`src/rtl/dwt_seg_pkg.sv`:
```
package dwt_seg_pkg;
  localparam int CF_W    = 16;
  localparam int CF_FRAC = 14;

  // lifting constants, signed Q2.14
  localparam logic signed [CF_W-1:0] Q_PRED1 = -16'sd25987;
  localparam logic signed [CF_W-1:0] Q_UPD1  = -16'sd868;
  localparam logic signed [CF_W-1:0] Q_PRED2 = 16'sd14466;
  localparam logic signed [CF_W-1:0] Q_UPD2  = 16'sd7266;
  localparam logic signed [CF_W-1:0] Q_LOW   = 16'sd13318;
  localparam logic signed [CF_W-1:0] Q_HIGH  = 16'sd20155;

  localparam int CTX_WORDS = 4;

  typedef enum logic [1:0] {ST_IDLE, ST_LOAD, ST_RUN, ST_SAVE} seg_state_t;
endpackage

```
`src/rtl/lift_rmul.sv`:
```
module lift_rmul #(
  parameter int DW = 18,
  parameter logic signed [dwt_seg_pkg::CF_W-1:0] KV = 16'sd0
) (
  input  logic signed [DW-1:0] v,
  output logic signed [DW-1:0] p
);
  import dwt_seg_pkg::*;
  localparam int PW = DW + CF_W;
  localparam logic signed [PW-1:0] HALF = PW'(1) <<< (CF_FRAC - 1);

  logic signed [PW-1:0] ve, ke, full, sh;

  always_comb begin
    ve   = PW'(v);
    ke   = PW'(KV);
    full = ve * ke + HALF;
    sh   = full >>> CF_FRAC;
    p    = sh[DW-1:0];
  end
endmodule

```
`src/rtl/lift_core.sv`:
```
module lift_core #(
  parameter int DW = 18
) (
  input  logic                 clk,
  input  logic                 rst,
  input  logic                 step,
  input  logic [1:0]           ph,
  input  logic signed [DW-1:0] e,
  input  logic signed [DW-1:0] o,
  input  logic                 ld_en,
  input  logic [1:0]           ld_idx,
  input  logic [DW-1:0]        ld_data,
  output logic [3:0][DW-1:0]   ctx_q,
  output logic                 ov,
  output logic signed [DW-1:0] lo,
  output logic signed [DW-1:0] hi
);
  import dwt_seg_pkg::*;

  logic signed [DW-1:0] s1, s2, s3, s4;
  logic signed [DW-1:0] ta, tb, tc, td, y1, y2, y3, y4, lo_n, hi_n;

  lift_rmul #(.DW(DW), .KV(Q_PRED1)) m_a (.v(e),  .p(ta));
  lift_rmul #(.DW(DW), .KV(Q_UPD1))  m_b (.v(y1), .p(tb));
  lift_rmul #(.DW(DW), .KV(Q_PRED2)) m_c (.v(y2), .p(tc));
  lift_rmul #(.DW(DW), .KV(Q_UPD2))  m_d (.v(y3), .p(td));
  lift_rmul #(.DW(DW), .KV(Q_LOW))   m_l (.v(y4), .p(lo_n));
  lift_rmul #(.DW(DW), .KV(Q_HIGH))  m_h (.v(y3), .p(hi_n));

  // mirrored left edge doubles the single known neighbour term
  always_comb begin
    y1 = s1 + ta;
    y2 = s2 + tb + ((ph == 2'd1) ? tb : '0);
    y3 = s3 + tc;
    y4 = s4 + td + ((ph == 2'd2) ? td : '0);
  end

  assign ctx_q = {s4, s3, s2, s1};

  always_ff @(posedge clk) begin
    if (rst) begin
      s1 <= '0; s2 <= '0; s3 <= '0; s4 <= '0;
      ov <= 1'b0; lo <= '0; hi <= '0;
    end else begin
      ov <= step && (ph >= 2'd2);
      if (step) begin
        s1 <= o + ta;
        s2 <= (ph == 2'd0) ? e : (e + tb);
        s3 <= y1 + tc;
        s4 <= (ph == 2'd1) ? y2 : (y2 + td);
        if (ph >= 2'd2) begin
          lo <= lo_n;
          hi <= hi_n;
        end
      end else if (ld_en) begin
        case (ld_idx)
          2'd0: s1 <= ld_data;
          2'd1: s2 <= ld_data;
          2'd2: s3 <= ld_data;
          default: s4 <= ld_data;
        endcase
      end
    end
  end


  ld_step_excl_chk: assert property (@(posedge clk) disable iff (rst)
    !(ld_en && step));
endmodule

```
`src/rtl/seg_ctrl.sv`:
```
module seg_ctrl #(
  parameter int SEG_PAIRS = 4,
  parameter int ROW_W     = 3,
  parameter int SEG_W     = 8
) (
  input  logic             clk,
  input  logic             rst,
  input  logic             cmd_valid,
  input  logic [ROW_W-1:0] cmd_row,
  input  logic [SEG_W-1:0] cmd_seg,
  input  logic             in_valid,
  output logic             cmd_ready,
  output logic             in_ready,
  output logic             step,
  output logic [1:0]       ph,
  output logic             ld_en,
  output logic [1:0]       ld_idx,
  output logic             rq_rd,
  output logic             rq_wr,
  output logic [1:0]       rq_idx,
  output logic [ROW_W-1:0] rq_row,
  output logic             done_rq
);
  import dwt_seg_pkg::*;
  localparam int MAXC  = (SEG_PAIRS > 6) ? SEG_PAIRS : 6;
  localparam int CNT_W = $clog2(MAXC + 1);
  localparam logic [CNT_W-1:0] LAST_PAIR = CNT_W'(SEG_PAIRS - 1);
  localparam logic [CNT_W-1:0] LOAD_END  = CNT_W'(CTX_WORDS + 1);
  localparam logic [CNT_W-1:0] SAVE_END  = CNT_W'(CTX_WORDS - 1);

  seg_state_t st;
  logic [CNT_W-1:0] cnt;
  logic [ROW_W-1:0] row_q;
  logic [1:0] rest_ph;
  int pairs_before;

  always_comb begin
    pairs_before = int'(cmd_seg) * SEG_PAIRS;
    rest_ph = (pairs_before >= 3) ? 2'd3 : 2'(pairs_before);
  end

  assign cmd_ready = (st == ST_IDLE);
  assign in_ready  = (st == ST_RUN);
  assign step      = in_valid && in_ready;
  assign rq_row    = row_q;

  always_comb begin
    rq_rd   = (st == ST_LOAD) && (cnt < CNT_W'(CTX_WORDS));
    rq_wr   = (st == ST_SAVE);
    rq_idx  = cnt[1:0];
    ld_en   = (st == ST_LOAD) && (cnt >= CNT_W'(2));
    ld_idx  = 2'(cnt - CNT_W'(2));
    done_rq = (st == ST_SAVE) && (cnt == SAVE_END);
  end

  always_ff @(posedge clk) begin
    if (rst) begin
      st <= ST_IDLE; cnt <= '0; row_q <= '0; ph <= 2'd0;
    end else begin
      case (st)
        ST_IDLE: if (cmd_valid) begin
          row_q <= cmd_row;
          cnt   <= '0;
          if (cmd_seg == '0) begin
            ph <= 2'd0; st <= ST_RUN;
          end else begin
            ph <= rest_ph; st <= ST_LOAD;
          end
        end
        ST_LOAD: begin
          if (cnt == LOAD_END) begin cnt <= '0; st <= ST_RUN; end
          else cnt <= cnt + 1'b1;
        end
        ST_RUN: if (step) begin
          ph <= (ph == 2'd3) ? 2'd3 : ph + 2'd1;
          if (cnt == LAST_PAIR) begin cnt <= '0; st <= ST_SAVE; end
          else cnt <= cnt + 1'b1;
        end
        default: begin
          if (cnt == SAVE_END) begin cnt <= '0; st <= ST_IDLE; end
          else cnt <= cnt + 1'b1;
        end
      endcase
    end
  end


  run_exit_chk: assert property (@(posedge clk) disable iff (rst)
    (step && cnt == LAST_PAIR) |=> (st == ST_SAVE && !in_ready));
endmodule

```
`src/rtl/dwt_seg_line.sv`:
```
module dwt_seg_line #(
  parameter int DW        = 18,
  parameter int SEG_PAIRS = 4,
  parameter int ROWS      = 8,
  parameter int SEG_W     = 8,
  localparam int ROW_W    = (ROWS > 1) ? $clog2(ROWS) : 1,
  localparam int AW       = ROW_W + 2
) (
  input  logic                 clk,
  input  logic                 rst,
  input  logic                 cmd_valid,
  output logic                 cmd_ready,
  input  logic [ROW_W-1:0]     cmd_row,
  input  logic [SEG_W-1:0]     cmd_seg,
  input  logic                 in_valid,
  output logic                 in_ready,
  input  logic signed [DW-1:0] in_even,
  input  logic signed [DW-1:0] in_odd,
  output logic                 out_valid,
  output logic signed [DW-1:0] out_lo,
  output logic signed [DW-1:0] out_hi,
  output logic                 ctx_wr_en,
  output logic                 ctx_rd_en,
  output logic [AW-1:0]        ctx_addr,
  output logic [DW-1:0]        ctx_wdata,
  input  logic [DW-1:0]        ctx_rdata,
  output logic                 seg_done
);
  logic step, ld_en, rq_rd, rq_wr, done_rq;
  logic [1:0] ph, ld_idx, rq_idx;
  logic [ROW_W-1:0] rq_row;
  logic [3:0][DW-1:0] ctx_q;

  seg_ctrl #(.SEG_PAIRS(SEG_PAIRS), .ROW_W(ROW_W), .SEG_W(SEG_W)) ctrl_i (
    .clk(clk), .rst(rst), .cmd_valid(cmd_valid), .cmd_row(cmd_row),
    .cmd_seg(cmd_seg), .in_valid(in_valid), .cmd_ready(cmd_ready),
    .in_ready(in_ready), .step(step), .ph(ph), .ld_en(ld_en),
    .ld_idx(ld_idx), .rq_rd(rq_rd), .rq_wr(rq_wr), .rq_idx(rq_idx),
    .rq_row(rq_row), .done_rq(done_rq));

  lift_core #(.DW(DW)) core_i (
    .clk(clk), .rst(rst), .step(step), .ph(ph), .e(in_even), .o(in_odd),
    .ld_en(ld_en), .ld_idx(ld_idx), .ld_data(ctx_rdata), .ctx_q(ctx_q),
    .ov(out_valid), .lo(out_lo), .hi(out_hi));

  always_ff @(posedge clk) begin
    if (rst) begin
      ctx_wr_en <= 1'b0; ctx_rd_en <= 1'b0; ctx_addr <= '0;
      ctx_wdata <= '0; seg_done <= 1'b0;
    end else begin
      ctx_wr_en <= rq_wr;
      ctx_rd_en <= rq_rd;
      ctx_addr  <= {rq_row, rq_idx};
      ctx_wdata <= ctx_q[rq_idx];
      seg_done  <= done_rq;
    end
  end


  out_follows_accept_chk: assert property (@(posedge clk) disable iff (rst)
    out_valid |-> $past(in_valid && in_ready));

  ctx_excl_chk: assert property (@(posedge clk) disable iff (rst)
    !(ctx_wr_en && ctx_rd_en));

  done_with_write_chk: assert property (@(posedge clk) disable iff (rst)
    seg_done |-> ctx_wr_en);

  rd_burst_chk: assert property (@(posedge clk) disable iff (rst)
    $rose(ctx_rd_en) |=> ctx_rd_en);

  cmd_take_chk: assert property (@(posedge clk) disable iff (rst)
    (cmd_valid && cmd_ready) |=> !cmd_ready);
endmodule

```
`config.mk`:
```
export PLATFORM = sky130hd
export DESIGN_NAME = dwt_seg_line
export DESIGN_NICKNAME = d
export VERILOG_FILES = /design/src/rtl/dwt_seg_pkg.sv /design/src/rtl/lift_rmul.sv /design/src/rtl/lift_core.sv /design/src/rtl/seg_ctrl.sv /design/src/rtl/dwt_seg_line.sv
export SDC_FILE = /design/constraint.sdc
export NUM_CORES = 2
export LEC_CHECK = 0
export BUFFER_PORTS_ARGS = -buffer_cell sky130_fd_sc_hd__buf_4
export CELL_PAD_IN_SITES_DETAIL_PLACEMENT = 1
export CELL_PAD_IN_SITES_GLOBAL_PLACEMENT = 1
export CORE_MARGIN = 2
export CORE_UTILIZATION = 50
export CTS_CLUSTER_DIAMETER = 50
export DETAILED_ROUTE_END_ITERATION = 7
export PLACE_DENSITY_LB_ADDON = 0.25
export SETUP_SLACK_MARGIN = 0.3
export SLEW_MARGIN = 20
export SYNTH_ARGS = -nofsm -noshare
export SYNTH_HDL_FRONTEND = slang
export SYNTH_SLANG_ARGS = --single-unit
```
`constraint.sdc`:
```
create_clock -name clk -period 105.6 [get_ports clk]
set_clock_uncertainty 0.2 [all_clocks]
set_input_delay 15.84 -clock clk [delete_from_list [all_inputs] [get_ports clk]]
set_output_delay 15.84 -clock clk [all_outputs]
set_load 0.05 [all_outputs]
```
-- Word-level counts from Yosys, hierarchy flattened
Cells that the tools add are included.
Widths: inputs -> output; s select.
- register bits after elaboration: 145
- input port bits: 69
- output and inout port bits: 65
- logic and storage cells: 122
- $add $sub $neg: 19
- multiply operators: 6
- order comparisons: 5
- eq/ne operators: 15
- multiplexer cells: 36
- reductions and logical operators: 25
- operator list (cell ; number):
    $mux 18 ; 17
    $add 32x15->32 const B ; 6
    $add 18x18->18 ; 10
    $mul 18x16->32 const B ; 2
    $mul 18x14->31 const B ; 2
    $bmux 18 s2 ; 1
    $mul 18x13->31 const B ; 1
    $mul 18x9->27 const B ; 1
    $mux 2 ; 11
    $reduce_and 2->1 ; 7
    $mux 3 ; 4
    $eq 2x2->1 const B ; 5
    $ge 10x2->1 const B ; 1
    $reduce_bool 2->1 ; 5
    $pmux 3 s3 ; 1
    $logic_not 8->1 ; 1
    $eq 2x1->1 const B ; 3
    $logic_not 2->1 ; 3
    $ne 2x2->1 const B ; 3
    $pmux 2 s3 ; 1
    $logic_and 1x1->1 ; 5
    $reduce_and 5->1 ; 1
    $ne 2x1->1 const B ; 2
    $pmux 2 s2 ; 1
    12 further kinds ; 12

-- Depth between registers and ports, before layout
- depth after elaboration: 16
- gate-level depth with buffers: 145
- mapped depth without buffers: 144

-- Cells and area by module
From an unflattened synthesis, not the netlist that was laid out.
- cell total of the unflattened synthesis: 4813
- area, all modules: 42528.3 um2
- modules (own cells, without submodules) (module ; times used ; cells each ; area each (um2) ; sequential area each (um2)):
    lift_core ; 1 ; 1447 ; 11616.1 ; 2182.1
    lift_rmul at core_i.m_h ; 1 ; 661 ; 6389.9 ; 0.0
    lift_rmul at core_i.m_a ; 1 ; 675 ; 6267.3 ; 0.0
    lift_rmul at core_i.m_d ; 1 ; 577 ; 4825.9 ; 0.0
    lift_rmul at core_i.m_l ; 1 ; 465 ; 4070.2 ; 0.0
    lift_rmul at core_i.m_c ; 1 ; 432 ; 3883.7 ; 0.0
    lift_rmul at core_i.m_b ; 1 ; 375 ; 3565.9 ; 0.0
    dwt_seg_line ; 1 ; 98 ; 1217.4 ; 520.5
    seg_ctrl ; 1 ; 83 ; 691.9 ; 200.2

-- Worst setup path before layout
OpenSTA, ideal clock, no wires.
- kind: in2reg
- start: input in_even[4]
- end: register core_i.lo[14]
- setup time: 70 ps
- data arrival time: 47011 ps
- data required time: 105330 ps
- setup slack: 58319 ps
- stages on the path: 132
- path buffers: 6
- cells stage by stage: inv_1 fa_1 fa_1 inv_1 ha_1 inv_1 fa_1 inv_1 fa_1 inv_1 fa_1 inv_1 ha_1 o21a_1 o21a_1 o311ai_0 o211ai_1 o21a_1 [... 96 more ...] inv_1 fa_1 inv_1 ha_1 a21oi_1 nand2b_1 o211ai_1 nor4b_1 nand3_1 or4_1 or4b_2 clkbuf_1 nor2_1 a21boi_0 a2111oi_0 xnor2_1 nand2_1 a21oi_1
- cells in the longest elaborated chain, start to end: 16
- elaborated cells on any way between the ends: 18
- classes of those cells: 11 x add/sub; 5 x mul; 2 x mux
- ends and longest elaborated chain (item ; RTL line ; text):
    start, declared ; dwt_seg_line.sv:17 ; input logic signed [DW-1:0] in_even,
    $mul 18x16->32 * ; lift_rmul.sv:17 ; full = ve * ke + HALF;
    $add 32x15->32 * ; lift_rmul.sv:17 ;
    $add 18x18->18 * ; lift_core.sv:32 ; y1 = s1 + ta;
    $mul 18x9->27 * ; lift_rmul.sv:17 ;
    $add 32x15->32 * ; lift_rmul.sv:17 ;
    $add 18x18->18 / $mux 18 (equally long branches) ; lift_core.sv:33 ; y2 = s2 + tb + ((ph == 2'd1) ? tb : '0);
    $add 18x18->18 * ; lift_core.sv:33 ;
    $mul 18x14->31 * ; lift_rmul.sv:17 ;
    $add 32x15->32 * ; lift_rmul.sv:17 ;
    $add 18x18->18 * ; lift_core.sv:34 ; y3 = s3 + tc;
    $mul 18x13->31 * ; lift_rmul.sv:17 ;
    $add 32x15->32 * ; lift_rmul.sv:17 ;
    $add 18x18->18 / $mux 18 (equally long branches) ; lift_core.sv:35 ; y4 = s4 + td + ((ph == 2'd2) ? td : '0);
    $add 18x18->18 * ; lift_core.sv:35 ;
    $mul 18x14->31 * ; lift_rmul.sv:17 ;
    $add 32x15->32 * ; lift_rmul.sv:17 ;
    end signal, assigned ; lift_core.sv:52 ; lo <= lo_n;
    end, declared ; lift_core.sv:15 ; output logic signed [DW-1:0] lo,
Mark *: on every way between the ends. The rest lies on a longest branch, timed or not.
A chain may end at the register's enable or synchronous reset.

-- Final worst setup path
- start: input in_even[6]
- end: register core_i.lo[17]
The elaborated chain is that of the path after synthesis.

==> out/metrics.yaml <==
place:
  port_buffers: 133
  place.gp.congestion: 0.952
  dp_cells: 5686
  hpwlAfterDp_um: 111000
timing:
  max-slew-margin-rel: 0.259
  rsz0062_at_grt: "false"
  hold_viol: 0
  finalCritPeriodShare: 0.496
  finalSetupTns_ns: 0
  fin_crit_ns: 52.42
  final-setup-viol-count: 0
  fmax_mhz: 19.1
  report.final.slew_viol_count: 0
  max_slew.worst_pin.slew_ns: 1.10
drt:
  metal_1_wl_um: 58400
  avgViaCountPerCell: 5.88
  drcViolationCount: 0
  met2_length_um: 60500
  routedWlPerCell_um: 22.8
  first_pass_iters: 6
  top_layer: "met4"
  met3RoutedLength_um: 7440
  route.antenna.remaining_nets: 0
  vias: 33600
  aggregate_routed_wire_length_um: 130000
  detail_route.iter0.violations: 2148
floorplanning:
  floorplan.io_pins: 134
  floorplan.initialDensity: 0.504
  core_ar_mm2: 0.0790
  row_count: 103
  floorplan.die_area_mm2: 0.0820
  die_width_um: 286
  dieHeight_um: 286
global_route:
  antenna_found_initial: 3
  largest_net_degree_at_the_start_of_global_routing: 68
  first_pass_grt_wire_length_um: 205000
  global_route.usage.total: 0.323
  globalRouteOverflowTotal: 0
  number_of_global_route_vias_before_repair: 35600
run:
  max-cap-violations: 0
clock_tree:
  cts_post_setup_buffers_inserted: 0
  clock_sinks: 145
  postCtsHoldBufs: 0
  worstSkewPairLatency_ns: 0.51
  cts.htree.levels: 4
  cts_tree: "built"
  post_cts.resized_instances: 0
  cts_buffer_depth: 2
  clk_pin_slew_ns: 0.08
  cts_made_buffers: 17
  cts_root_buffer: "clkbuf_16"
logic_synthesis:
  synth.lib_cells_used.distinct: 111
  synth_flop_cell: "dfxtp_1"
  synth-seq-cells: 145
  yosys_warnings: 0
  postSynth.asyncResetShare: 0
  syn_inst: 4552
  synth_enable_flop_cells: 0
  synth_area_per_cell_um2: 8.75
  mappedNetlistArea_mm2: 0.0399
  synth.yosys.seq_area_share: 0.0728
  postSynthNetCount: 5866
setup_path:
  rr_endpoint: "core_i.lo[17]"
  cp_common_cell: "ha_1"
  path_class: "in -> reg"
  crit_arrival_ns: 52.62
  reg_to_reg_start: "core_i.s1[0]"
  regToRegSetupSlack_ns: 72.83
  end_kind: "flop"
  critical_path.max_stage_delay_ns: 0.75
  slowest_stage: "o311ai_1"
  cp_max_fo: 28
  crit_required_ns: 105.80
  setup.worst_path.start_class: "primary input"
  r2r.worst_path.cells: 112
cells_and_area:
  area_growth_syn_to_fin_pct: 7.46
  final_common_cell: "inv_1"
  finalNetCount: 5969
  fin_cells: 5719
  most-common-layout-cells: "inv_1 (902), ha_1 (792), fa_1 (453)"
  final_layout_size_suffix_gt1_frac: 0.0690
run_status:
  status: "finished clean"
worst_hold_path:
  whs_path_depth: 2
  hold_path_startpoint: "core_i.hi[7]"
  min_to: "core_i.hi[7]"
  holdCritPathClass: "reg -> reg"
worst max-delay path by stage:
stage	cells past startpoint	to	from	slack [ns]
3_5_place_dp	128	core_i.lo[17]	in_even[6]	53.04
5_1_grt	130	core_i.lo[17]	in_even[5]	51.01
2_1_floorplan	132	core_i.lo[14]	in_even[4]	58.32
3_3_place_gp	130	core_i.lo[17]	in_even[4]	53.67
4_1_cts	128	core_i.lo[17]	in_even[6]	53.40
6_report	129	core_i.lo[17]	in_even[6]	53.18
logic make-up (layout without fill, tap and decap cells):
family | count (synthesis) | after routing | share of synthesized area
fa+ha+maj | 1251 | 1251 | 0.478
buf+inv | 1004 | 1120 | 0.0951
simple gates | 946 | 946 | 0.117
compound gates | 814 | 814 | 0.143
xor+xnor | 345 | 345 | 0.0766
flops | 145 | 145 | 0.0728
mux | 47 | 47 | 0.0180
other cells | 0 | 1 | 0
layer usage:
metal,vias to the layer above,global-route usage
met2,958,0.532
met4,0,0.0963
li1,15500,-
met3,214,0.0374
met5,-,0
met1,17000,0.446
per-stage QoR:
| stage | utilization | instance area (um2) | setup WS, ns | hold WS [ns] |
|---|---|---|---|---|
| 2_1_floorplan | - | 39900 | 58.32 | 0.232 |
| 6_report | 0.542 | 42800 | 53.18 | 0.259 |
| 5_1_grt | 0.542 | 42800 | 51.01 | 0.277 |
| 3_5_place_dp | 0.534 | 42200 | 53.04 | 0.247 |
| 3_3_place_gp | 0.534 | 42200 | 53.67 | 0.239 |
| 4_1_cts | 0.542 | 42800 | 53.40 | 0.260 |
state kept, by name, summed over array words and instances (netlist names):
signal,flops
ctrl_i.st,2
ctx_addr,5
ctx_rd_en,1
core_i.ov,1
seg_done,1
core_i.s3,18
core_i.hi,18
core_i.lo,18
ctx_wdata,18
ctx_wr_en,1
core_i.s4,18
core_i.s2,18
core_i.s1,18
ctrl_i.rq_row,3
ctrl_i.cnt,3
ctrl_i.ph,2
area by class of cell:
type | instances | area (um2)
Antenna cell | 1 | 2.50
Clock buffer | 20 | 457
Clock inverter | 12 | 146
Fill cell | 9342 | 36200
Inverter | 906 | 3400
Multi-Input combinational cell | 3403 | 33200
Sequential cell | 145 | 2900
Tap cell | 1050 | 1310
Timing Repair Buffer | 182 | 1370
critical path: cells and delay by family:
family,cells,cell delay (ns)
compound gates,49,12.35
xor+xnor,10,3.89
fa+ha+maj,35,13.57
buf+inv,18,1.98
simple gates,17,4.95
synthesized netlist by cell type (all sizes together), types with 48 or more instances:
master / n / share of area
nand2: 225 / 0.021
and2: 63 / 0.0099
a21oi: 202 / 0.026
nor3: 79 / 0.010
xor2: 96 / 0.021
inv: 903 / 0.085
nor2: 270 / 0.026
a21o: 108 / 0.020
dfxtp: 145 / 0.073
o21ai: 107 / 0.014
o211ai: 53 / 0.010
fa: 453 / 0.23
clkbuf: 87 / 0.0082
o21bai: 48 / 0.0090
nand3: 103 / 0.013
ha: 792 / 0.25
a311oi: 56 / 0.012
a211oi: 51 / 0.010
xnor2: 248 / 0.055
Power is not shown: default switching activity piles up to over one toggle a cycle in this logic, so the estimate is an artifact.
